`src/rtl/tp_mul_pkg.sv`:
```
package tp_mul_pkg;

    localparam int WORD_W = 16;
    localparam int IMM_W  = 13;
    localparam int PROD_W = 2 * WORD_W;

    typedef logic [WORD_W-1:0] word_t;
    typedef logic [PROD_W-1:0] prod_t;

    // Per-cycle control carried through the datapath
    typedef struct packed {
        logic load;
        logic mul;
        logic use_imm;
    } ctl_t;

    // Second-operand source
    typedef enum logic {
        SRC_DATA = 1'b0,
        SRC_IMM  = 1'b1
    } src_e;

    function automatic word_t sext_imm(input logic [IMM_W-1:0] v);
        return {{(WORD_W-IMM_W){v[IMM_W-1]}}, v};
    endfunction

endpackage

```
`src/rtl/tp_hold_reg.sv`:
```
module tp_hold_reg #(
    parameter int W = 16
) (
    input  logic         clk,
    input  logic         rst,
    input  logic         en,
    input  logic [W-1:0] d,
    output logic [W-1:0] q
);
    always_ff @(posedge clk) begin
        if (rst)
            q <= '0;
        else if (en)
            q <= d;
    end
endmodule

```
`src/rtl/tp_operand_sel.sv`:
```
module tp_operand_sel
    import tp_mul_pkg::*;
(
    input  src_e               src,
    input  word_t              data,
    input  logic [IMM_W-1:0]   imm,
    output word_t              operand
);
    always_comb begin
        unique case (src)
            SRC_IMM:  operand = sext_imm(imm);
            default:  operand = data;
        endcase
    end
endmodule

```
`src/rtl/tp_mul_array.sv`:
```
module tp_mul_array #(
    parameter int W = 16
) (
    input  logic [W-1:0]   a,
    input  logic [W-1:0]   b,
    output logic [2*W-1:0] p
);
    localparam int PW = 2 * W;

    logic [PW-1:0] a_ext;
    logic [PW-1:0] rows [W];

    assign a_ext = {{W{a[W-1]}}, a};

    // Rows weighted by b[i]; the sign bit of b carries negative weight
    for (genvar i = 0; i < W; i++) begin : g_row
        if (i == W - 1) begin : g_neg
            assign rows[i] = b[i] ? (PW'(0) - (a_ext << i)) : '0;
        end else begin : g_pos
            assign rows[i] = b[i] ? (a_ext << i) : '0;
        end
    end

    always_comb begin
        p = '0;
        for (int k = 0; k < W; k++)
            p = p + rows[k];
    end
endmodule

```
`src/rtl/tp_multiplier.sv`:
```
module tp_multiplier
    import tp_mul_pkg::*;
(
    input  logic              clk,
    input  logic              rst,
    input  logic              load_mcand,
    input  logic              mul_go,
    input  logic              use_imm,
    input  logic [15:0]       data_in,
    input  logic [12:0]       imm_in,
    output logic [31:0]       product
);
    ctl_t  ctl;
    word_t mcand_q;
    word_t operand;
    prod_t prod_d;

    assign ctl = '{load: load_mcand, mul: mul_go, use_imm: use_imm};

    tp_hold_reg #(.W(WORD_W)) u_mcand (
        .clk (clk),
        .rst (rst),
        .en  (ctl.load),
        .d   (data_in),
        .q   (mcand_q)
    );

    tp_operand_sel u_sel (
        .src     (src_e'(ctl.use_imm)),
        .data    (data_in),
        .imm     (imm_in),
        .operand (operand)
    );

    tp_mul_array #(.W(WORD_W)) u_array (
        .a (mcand_q),
        .b (operand),
        .p (prod_d)
    );

    tp_hold_reg #(.W(PROD_W)) u_prod (
        .clk (clk),
        .rst (rst),
        .en  (ctl.mul),
        .d   (prod_d),
        .q   (product)
    );
endmodule

```
`config.mk`:
```
export PLATFORM = sky130hd
export DESIGN_NAME = tp_multiplier
export DESIGN_NICKNAME = d
export VERILOG_FILES = /design/src/rtl/tp_mul_pkg.sv /design/src/rtl/tp_hold_reg.sv /design/src/rtl/tp_operand_sel.sv /design/src/rtl/tp_mul_array.sv /design/src/rtl/tp_multiplier.sv
export SDC_FILE = /design/constraint.sdc
export NUM_CORES = 1
export LEC_CHECK = 0
export CORE_ASPECT_RATIO = 1.25
export CORE_UTILIZATION = 57
export CTS_CLUSTER_DIAMETER = 50
export DETAILED_ROUTE_END_ITERATION = 16
export GPL_TIMING_DRIVEN = 0
export PLACE_DENSITY = 0.8
export SLEW_MARGIN = 10
export SYNTH_ARGS = -nofsm -noshare
export SYNTH_HDL_FRONTEND = slang
export SYNTH_SLANG_ARGS = --single-unit
export TNS_END_PERCENT = 1
```
`constraint.sdc`:
```
create_clock -name clk -period 8.5 [get_ports clk]
set_input_delay 2.55 -clock clk [delete_from_list [all_inputs] [get_ports clk]]
set_output_delay 2.55 -clock clk [all_outputs]
set_load 0.005 [all_outputs]
```
==> reports/results.ini, run 1 <==
[status]
status=finished, final reports clean

[grt]
antenna_found_initial=0
grt_max_degree=17
grt_pass1_vias=9525
track_usage=0.2939
grt_overflow=0
grt_pass1_wl_um=45990

[clock_network]
cts_inserted_buffers=5
clk_pin_slew_ns=0.07
cts_hold_buf=0
cts.sinks=48
cts_tree=yes
clockBufferDepth=2
cts-root-buf=clkbuf_16
htreeDepth=2
clk_latency_ns=0.32

[logic_synthesis]
synthArstFlopShare=0
synthesis.area_mm2=0.01148
ys_ff_latch=48
ys.warnings.count=0
yosysSeqAreaShare=0.08368
synth-edff-count=0
syn-instance-count=1222
synth_ff_type=dfxtp_1
netlist_top_cells_count=267 x fa_1, 249 x inv_1, 130 x nand2_1
avgSynthCellArea_um2=9.397
yosysMostFrequentCell=fa_1
synth_fp_nets=1580
yosysTopAreaCell=fa_1
netlist_top_cells_area=fa_1 47%, dfxtp_1 8.4%, inv_1 8.1%
synth_top_area_frac=0.4655
synth_cell_type_count=53

[power_and_ir_drop]
pwr_density_cell_mw_per_mm2=302.7
peakVddDrop_v=0.0003234
p_leak_nw=6.389

[floorplanning]
die_h_um=160.7
io_pins=66
fp.dieW_um=129.0
die_area_mm2=0.02072
initial_core_util=0.5855
fp.coreArea_mm2=0.01961
rows=57

[worst_setup_path]
crit_required_ns=8.67
r2r_end=u_prod.q[30]$_SDFFE_PP0P_
critPathSlowestCell=fa_1
crit_family=adder cells
cp-end-kind=flop
max_stage_delay_ns=0.56
path_cells=buf_8 > buf_8 > buf_12 > mux2_4 > and2_4 > fa_1 > inv_2 > fa_1 > inv_2 > fa_1 > inv_2 > fa_1 > fa_1 > fa_1 > inv_2 > ha_4 > and2_4 > a221o_1 > a21o_1 > a31o_4 > a221oi_4 > o22ai_2 > mux2i_1 > o22ai_1
ff2ff_setup_slack_ns=1.85
critPathKind=input port to flop
cp_common_cell=fa_1
critical_path_buf_inv_count=7
critPathMaxFanout=7
cp-start-kind=input port
reg2reg_depth=21
reg2reg_from=u_mcand.q[9]$_SDFFE_PP0P_
arrival_ns=8.63

[drt]
drt_iter0_drc=575
ant_nets=0
drt_first_pass_iters=5
wl_per_cell_um=18.24
drc=0
viasPerCell=5.527
finalWirelength_um=29180
vias=8843

[sta]
fin_crit_sh=0.9962
hold_viol=0
setup_viol=0
finalCriticalPeriod_ns=8.468
rsz0062_at_grt=yes
finalMaxSlewViolations=0
fin_hold_ws_ns=0.4624
tightest_slew_ns=0.8059
slew_headroom=0.4612
max_freq_ghz=0.1181
clock_skew_ns=0.01538

[layout]
drive_above_1_share=0.1124
fin_cells=1600
area_growth_pct=16.98
final_nets=1692
final_area_mm2=0.01343
n_antenna_cell=0
fillerInstances=1450

[hold_path]
min_to=u_prod.q[29]$_SDFFE_PP0P_
hp-class=flop to flop
min_from=u_prod.q[29]$_SDFFE_PP0P_
min_path_cells=2

[place]
routabilityCongestion=0.9638
postPlaceCellArea_mm2=0.01249
portBuffers=64
hpwl_um=22990
dpl.cell_count=1551

[run]
maxCapViolCount=0

-- per-layer routing --
metal / share of wire / wire [µm] / vias to the layer above / GRT usage
met1: 0.33 / 9766 / 4496 / 0.3229
met3: 0.051 / 1479 / 123 / 0.04264
li1: - / - / 3856 / -
met2: 0.54 / 15850 / 368 / 0.5162
met5: 0 / 0 / - / 0
met4: 0.072 / 2091 / 0 / 0.2091
-- worst max path at each step --
stage | from | end | depth (start not counted)
2_1_floorplan | use_imm | u_prod.q[28]$_SDFFE_PP0P_ | 24
3_3_place_gp | use_imm | u_prod.q[28]$_SDFFE_PP0P_ | 22
3_5_place_dp | use_imm | u_prod.q[28]$_SDFFE_PP0P_ | 22
4_1_cts | use_imm | u_prod.q[28]$_SDFFE_PP0P_ | 24
5_1_grt | data_in[13] | u_prod.q[28]$_SDFFE_PP0P_ | 20
6_report | use_imm | u_prod.q[30]$_SDFFE_PP0P_ | 24
-- final cells by class --
class	count	area, µm²	area share
repair buffers	108	1027	0.07647
well taps	265	331.6	0.02468
multi-input cells	863	9667	0.7196
plain buffers	57	344.1	0.02561
clock buffers	6	138.9	0.01034
inverters	251	949.7	0.07070
clock inverters	2	13.76	0.001025
flip-flops and latches	48	960.9	0.07153
-- worst reg2reg max path: cells and delay by family, from the launching register on --
family | cells | cell delay, ns
flops | 1 | 0.38
buf+inv | 5 | 1.11
fa+ha+maj | 7 | 3.29
compound gates | 6 | 1.26
simple gates | 2 | 0.29
mux | 1 | 0.17
-- power breakdown --
part	leakage (nW)	internal, mW	switching, mW
logic	5.92	1.66	1.88
registers	0.396	0.279	0.0221
clock network	0.0772	0.118	0.104
-- flip-flops by register name, indices dropped and copies added, names as in the netlist --
name,cells
u_prod.q,32
u_mcand.q,16
-- kinds of logic (layout without fill, tap and decap cells) --
kind of cell / after synthesis / count (layout) / share of synthesized area
multiplexers: 62 / 62 / 0.05579
AND/OR/NAND/NOR: 366 / 366 / 0.1553
buffers and inverters: 311 / 424 / 0.1024
AO/OA/AOI/OAI: 70 / 70 / 0.04271
adder cells (fa/ha/maj): 324 / 324 / 0.5276
flip-flops: 48 / 48 / 0.08368
XOR/XNOR: 41 / 41 / 0.03258
-- through the flow --
stage / setup TNS [ns] / setup slack (ns) / total power, mW / util
3_3_place_gp: -11.22 / -1.041 / 3.236 / 0.6367
2_1_floorplan: 0 / 0.02532 / 2.587 / -
5_1_grt: -0.4205 / -0.1052 / 4.463 / 0.6849
3_5_place_dp: -13.17 / -1.127 / 3.325 / 0.6367
6_report: 0 / 0.03202 / 4.066 / 0.6849
4_1_cts: 0 / 0.001259 / 3.712 / 0.6577
-- layout by cell type, fill, tap and decap left out, types with 4 or more instances in the layout --
| master | netlist | layout |
|---|---|---|
| a21oi_1 | 15 | 11 |
| nor3_1 | 8 | 8 |
| clkbuf_1 | 46 | 29 |
| a211oi_1 | 5 | 4 |
| a21o_1 | 8 | 8 |
| xnor2_2 | 2 | 4 |
| inv_1 | 249 | 238 |
| a21oi_2 | 0 | 4 |
| buf_4 | 0 | 41 |
| fa_1 | 267 | 262 |
| nand2b_1 | 10 | 10 |
| buf_2 | 7 | 6 |
| inv_2 | 0 | 9 |
| clkbuf_4 | 0 | 4 |
| buf_8 | 0 | 6 |
| nand3_1 | 6 | 6 |
| dlymetal6s2s_1 | 0 | 8 |
| o21ai_0 | 12 | 10 |
| xor2_1 | 15 | 15 |
| dfxtp_1 | 48 | 48 |
| buf_1 | 7 | 7 |
| nor2b_1 | 27 | 27 |
| and2_4 | 1 | 5 |
| ha_4 | 0 | 8 |
| clkdlybuf4s50_1 | 0 | 54 |
| ha_1 | 57 | 47 |
| clkbuf_16 | 0 | 5 |
| xnor2_1 | 24 | 22 |
| mux2i_1 | 48 | 46 |
| and2_1 | 89 | 85 |
| nand2_1 | 130 | 126 |
| fa_2 | 0 | 5 |
| clkbuf_8 | 0 | 4 |
| nor2_1 | 77 | 76 |
| o21bai_1 | 6 | 6 |
| mux2_4 | 0 | 13 |
-- timing repair --
item                       in CTS  in global routing
cloned                          1                  0
pin swaps                       4                 45
setup endpoints to repair      15                 10
setup buffers                   6                 37
gates resized for setup        61                 72
Note: power is estimated with default switching activity, not from simulation.
==> run 2, diff against run 1 <==
--- a/config.mk
+++ b/config.mk
@@ -11,7 +11,6 @@
 export DETAILED_ROUTE_END_ITERATION = 16
 export GPL_TIMING_DRIVEN = 0
 export PLACE_DENSITY = 0.8
-export SLEW_MARGIN = 10
 export SYNTH_ARGS = -nofsm -noshare
 export SYNTH_HDL_FRONTEND = slang
 export SYNTH_SLANG_ARGS = --single-unit
==> results of run 2 <==
The final DEF is identical to that of run 1; final timing and power are the same.
==> run 3, diff against run 2 <==
--- a/config.mk
+++ b/config.mk
@@ -10,8 +10,10 @@
 export CTS_CLUSTER_DIAMETER = 50
 export DETAILED_ROUTE_END_ITERATION = 16
 export GPL_TIMING_DRIVEN = 0
+export HOLD_SLACK_MARGIN = 0.08
 export PLACE_DENSITY = 0.8
 export SYNTH_ARGS = -nofsm -noshare
 export SYNTH_HDL_FRONTEND = slang
+export SYNTH_HIERARCHICAL = 1
 export SYNTH_SLANG_ARGS = --single-unit
 export TNS_END_PERCENT = 1
==> reports/results.ini, run 3 <==
[drt]
viasPerCell=5.448  ; was 5.527
drt_first_pass_iters=5  ; unchanged
wl_per_cell_um=17.44  ; was 18.24 µm
drc=0  ; unchanged
ant_nets=0  ; unchanged
drt_iter0_drc=564  ; was 575
vias=8776  ; was 8843
finalWirelength_um=28090  ; was 29180 µm

[clock_network]
cts-root-buf=clkbuf_16  ; unchanged
htreeDepth=2  ; unchanged
cts_tree=yes  ; unchanged
cts_hold_buf=0  ; unchanged
cts_inserted_buffers=5  ; unchanged
cts.sinks=48  ; unchanged
clk_pin_slew_ns=0.06  ; was 0.07 ns
clockBufferDepth=2  ; unchanged
clk_latency_ns=0.30  ; was 0.32 ns

[worst_setup_path]
cp-end-kind=flop  ; unchanged
crit_required_ns=8.68  ; was 8.67 ns
critPathKind=input port to flop  ; unchanged
critPathMaxFanout=8  ; was 7
reg2reg_depth=27  ; was 21
arrival_ns=8.57  ; was 8.63 ns
cp-start-kind=input port  ; unchanged

[layout]
final_nets=1699  ; was 1692
fin_cells=1611  ; was 1600
top_regs=u_prod/q x32, u_mcand/q x16  ; was u_prod.q x32, u_mcand.q x16
n_antenna_cell=0  ; unchanged
final_common_cell=fa_1  ; unchanged
drive_above_1_share=0.1477  ; was 0.1124
area_growth_pct=18.87  ; was 16.98%
largest_reg_flops=32  ; unchanged
top_register=u_prod/q  ; was u_prod.q
final_cell_mix=250 x fa_1, 237 x inv_1, 118 x and2_1, 111 x nand2_1, 71 x nor2_1  ; was 262 x fa_1, 238 x inv_1, 126 x nand2_1, 85 x and2_1, 76 x nor2_1

[hold_path]
min_path_cells=2  ; unchanged
hp-class=flop to flop  ; unchanged

[logic_synthesis]
avgSynthCellArea_um2=9.539  ; was 9.397 µm²
ys_ff_latch=48  ; unchanged
netlist_top_cells_area=fa_1 46%, inv_1 8.3%, dfxtp_1 8.3%  ; was fa_1 47%, dfxtp_1 8.4%, inv_1 8.1%
synth_fp_nets=1578  ; was 1580
ys.warnings.count=6  ; was 0
yosysMostFrequentCell=fa_1  ; unchanged
synth_cell_type_count=47  ; was 53
yosysSeqAreaShare=0.08257  ; was 0.08368
yosysTopAreaCell=fa_1  ; unchanged
synthesis.area_mm2=0.01164  ; was 0.01148 mm²
netlist_top_cells_count=267 x fa_1, 257 x inv_1, 133 x and2_1  ; was 267 x fa_1, 249 x inv_1, 130 x nand2_1
synth_top_area_frac=0.4593  ; was 0.4655
syn-instance-count=1220  ; was 1222
synth-edff-count=0  ; unchanged
synthArstFlopShare=0  ; unchanged
synth_ff_type=dfxtp_1  ; unchanged

[floorplanning]
io_pins=66  ; unchanged
fp.coreArea_mm2=0.02010  ; was 0.01961 mm²
die_area_mm2=0.02100  ; was 0.02072 mm²
die_h_um=161.8  ; was 160.7 µm
initial_core_util=0.5789  ; was 0.5855
fp.dieW_um=129.8  ; was 129.0 µm
rows=58  ; was 57

[place]
routabilityCongestion=0.9123  ; was 0.9638
hpwl_um=21890  ; was 22990 µm
dpl.cell_count=1552  ; was 1551
portBuffers=62  ; was 64

[grt]
grt-busiest-layer=met2  ; unchanged
gr-usage-met3=0.02602  ; was 0.04264
grt_pass1_vias=8921  ; was 9525
grt_max_degree=17  ; unchanged
grt_overflow=0  ; unchanged
grt_util_met1=0.3029  ; was 0.3229
track_usage=0.2675  ; was 0.2939
grt_pass1_wl_um=42750  ; was 45990 µm
antenna_found_initial=0  ; unchanged
grt_use_met2=0.4966  ; was 0.5162

[power_and_ir_drop]
netSwitchingFraction=0.4808  ; was 0.4940
pwr_density_cell_mw_per_mm2=301.3  ; was 302.7 mW/mm²
p_leak_nw=6.404  ; was 6.389 nW
switching_power_mw=2.004  ; was 2.008 mW
seqPwrFrac=0.073  ; was 0.074
internal_power_mw=2.164  ; was 2.058 mW
comb_power_share=0.881  ; was 0.871
pwr-share-clk=0.046  ; was 0.055
peakVddDrop_v=0.0004058  ; was 0.0003234 V

[sta]
slew_headroom=0.4079  ; was 0.4612
tightest_slew_ns=0.8881  ; was 0.8059 ns
hold_viol=0  ; unchanged
fin_hold_ws_ns=0.4924  ; was 0.4624 ns
finalCriticalPeriod_ns=8.390  ; was 8.468 ns
finalMaxSlewViolations=0  ; unchanged
setup_viol=0  ; unchanged
clock_skew_ns=0.005907  ; was 0.01538 ns
max_freq_ghz=0.1192  ; was 0.1181 GHz
fin_crit_sh=0.9871  ; was 0.9962

[run]
maxCapViolCount=0  ; unchanged

[status]
status=finished, final reports clean  ; unchanged

## run 3: critical path, stage by stage
cell,delay [ns]
buf_12,0.11
buf_12,0.13
buf_6,0.11
mux2_4,0.37
and2_4,0.18
fa_1,0.56
inv_2,0.05
fa_1,0.50
fa_1,0.53
fa_2,0.58
fa_2,0.46
fa_1,0.51
inv_1,0.04
ha_2,0.16
a21o_1,0.21
a211oi_2,0.26
o21bai_2,0.14
buf_4,0.14
buf_4,0.13
a21o_1,0.17
a21o_1,0.19
a31oi_1,0.17
xnor2_1,0.12
mux2i_1,0.14
nor2_1,0.05
## run 3: kinds of logic after synthesis
family,count (synthesis),synth area share
and+or+nand+nor,357,0.1527
buffers and inverters,316,0.1124
xor gates and xnor gates,45,0.03387
AOI/OAI and AO/OA,65,0.03699
muxes,65,0.06096
adders and majority gates,324,0.5206
DFF,48,0.08257
## run 3: worst paths after layout
path / slack, ns / end / startpoint
setup / recovery: 0.11 / u_prod/q[30]$_SDFFE_PP0P_ / use_imm
hold / removal: 0.49 / u_prod/q[11]$_SDFFE_PP0P_ / u_prod/q[11]$_SDFFE_PP0P_
setup reg to reg: 1.46 / u_prod/q[30]$_SDFFE_PP0P_ / u_mcand/q[1]$_SDFFE_PP0P_
hold reg to reg: 0.49 / u_prod/q[11]$_SDFFE_PP0P_ / u_prod/q[11]$_SDFFE_PP0P_
## run 3: final cells by class
type	count	area, µm²
Inverter	257	984.7
Buffer	54	461.7
Tap cell	270	337.8
Clock buffer	6	128.9
Fill cell	1473	6269
Multi-Input combinational cell	858	9764
Timing Repair Buffer	117	1190
Clock inverter	1	5.005
Sequential cell	48	960.9
## run 3: what timing repair did
action	4_1_cts	5_1_grt
setup buffers	11	42
pin swaps	18	78
gates cloned	0	4
gates resized for setup	44	157
setup endpoints to repair	11	8
## run 3: metal layers
metal,vias to the layer above,routed length [µm]
met3,116,1503
met1,4453,9506
met5,-,0
met2,341,15370
met4,0,1706
li1,3866,-
## run 3: per-stage QoR
stage                     cell area [µm²]  TNS (ns)  total power [mW]  worst slack, ns  utilization
after floorplan                     11660         0             2.614         0.002098            -
after global placement              12620    -5.314             3.216          -0.7192       0.6277
after detailed placement            12620    -5.913             3.303          -0.7866       0.6277
after CTS                           12980         0             3.730         0.005509       0.6459
after global routing                13830   -0.1506             4.591         -0.05465       0.6882
final                               13830         0             4.167           0.1099       0.6882
## run 3: power groups by stage
stage          sequential, mW  combinational [mW]  clock [mW]
2_1_floorplan           0.309                2.30           0
3_3_place_gp            0.307                2.91           0
4_1_cts                 0.303                3.23       0.198
6_report                0.303                3.67       0.192
3_5_place_dp            0.308                3.00           0
5_1_grt                 0.308                4.08       0.204
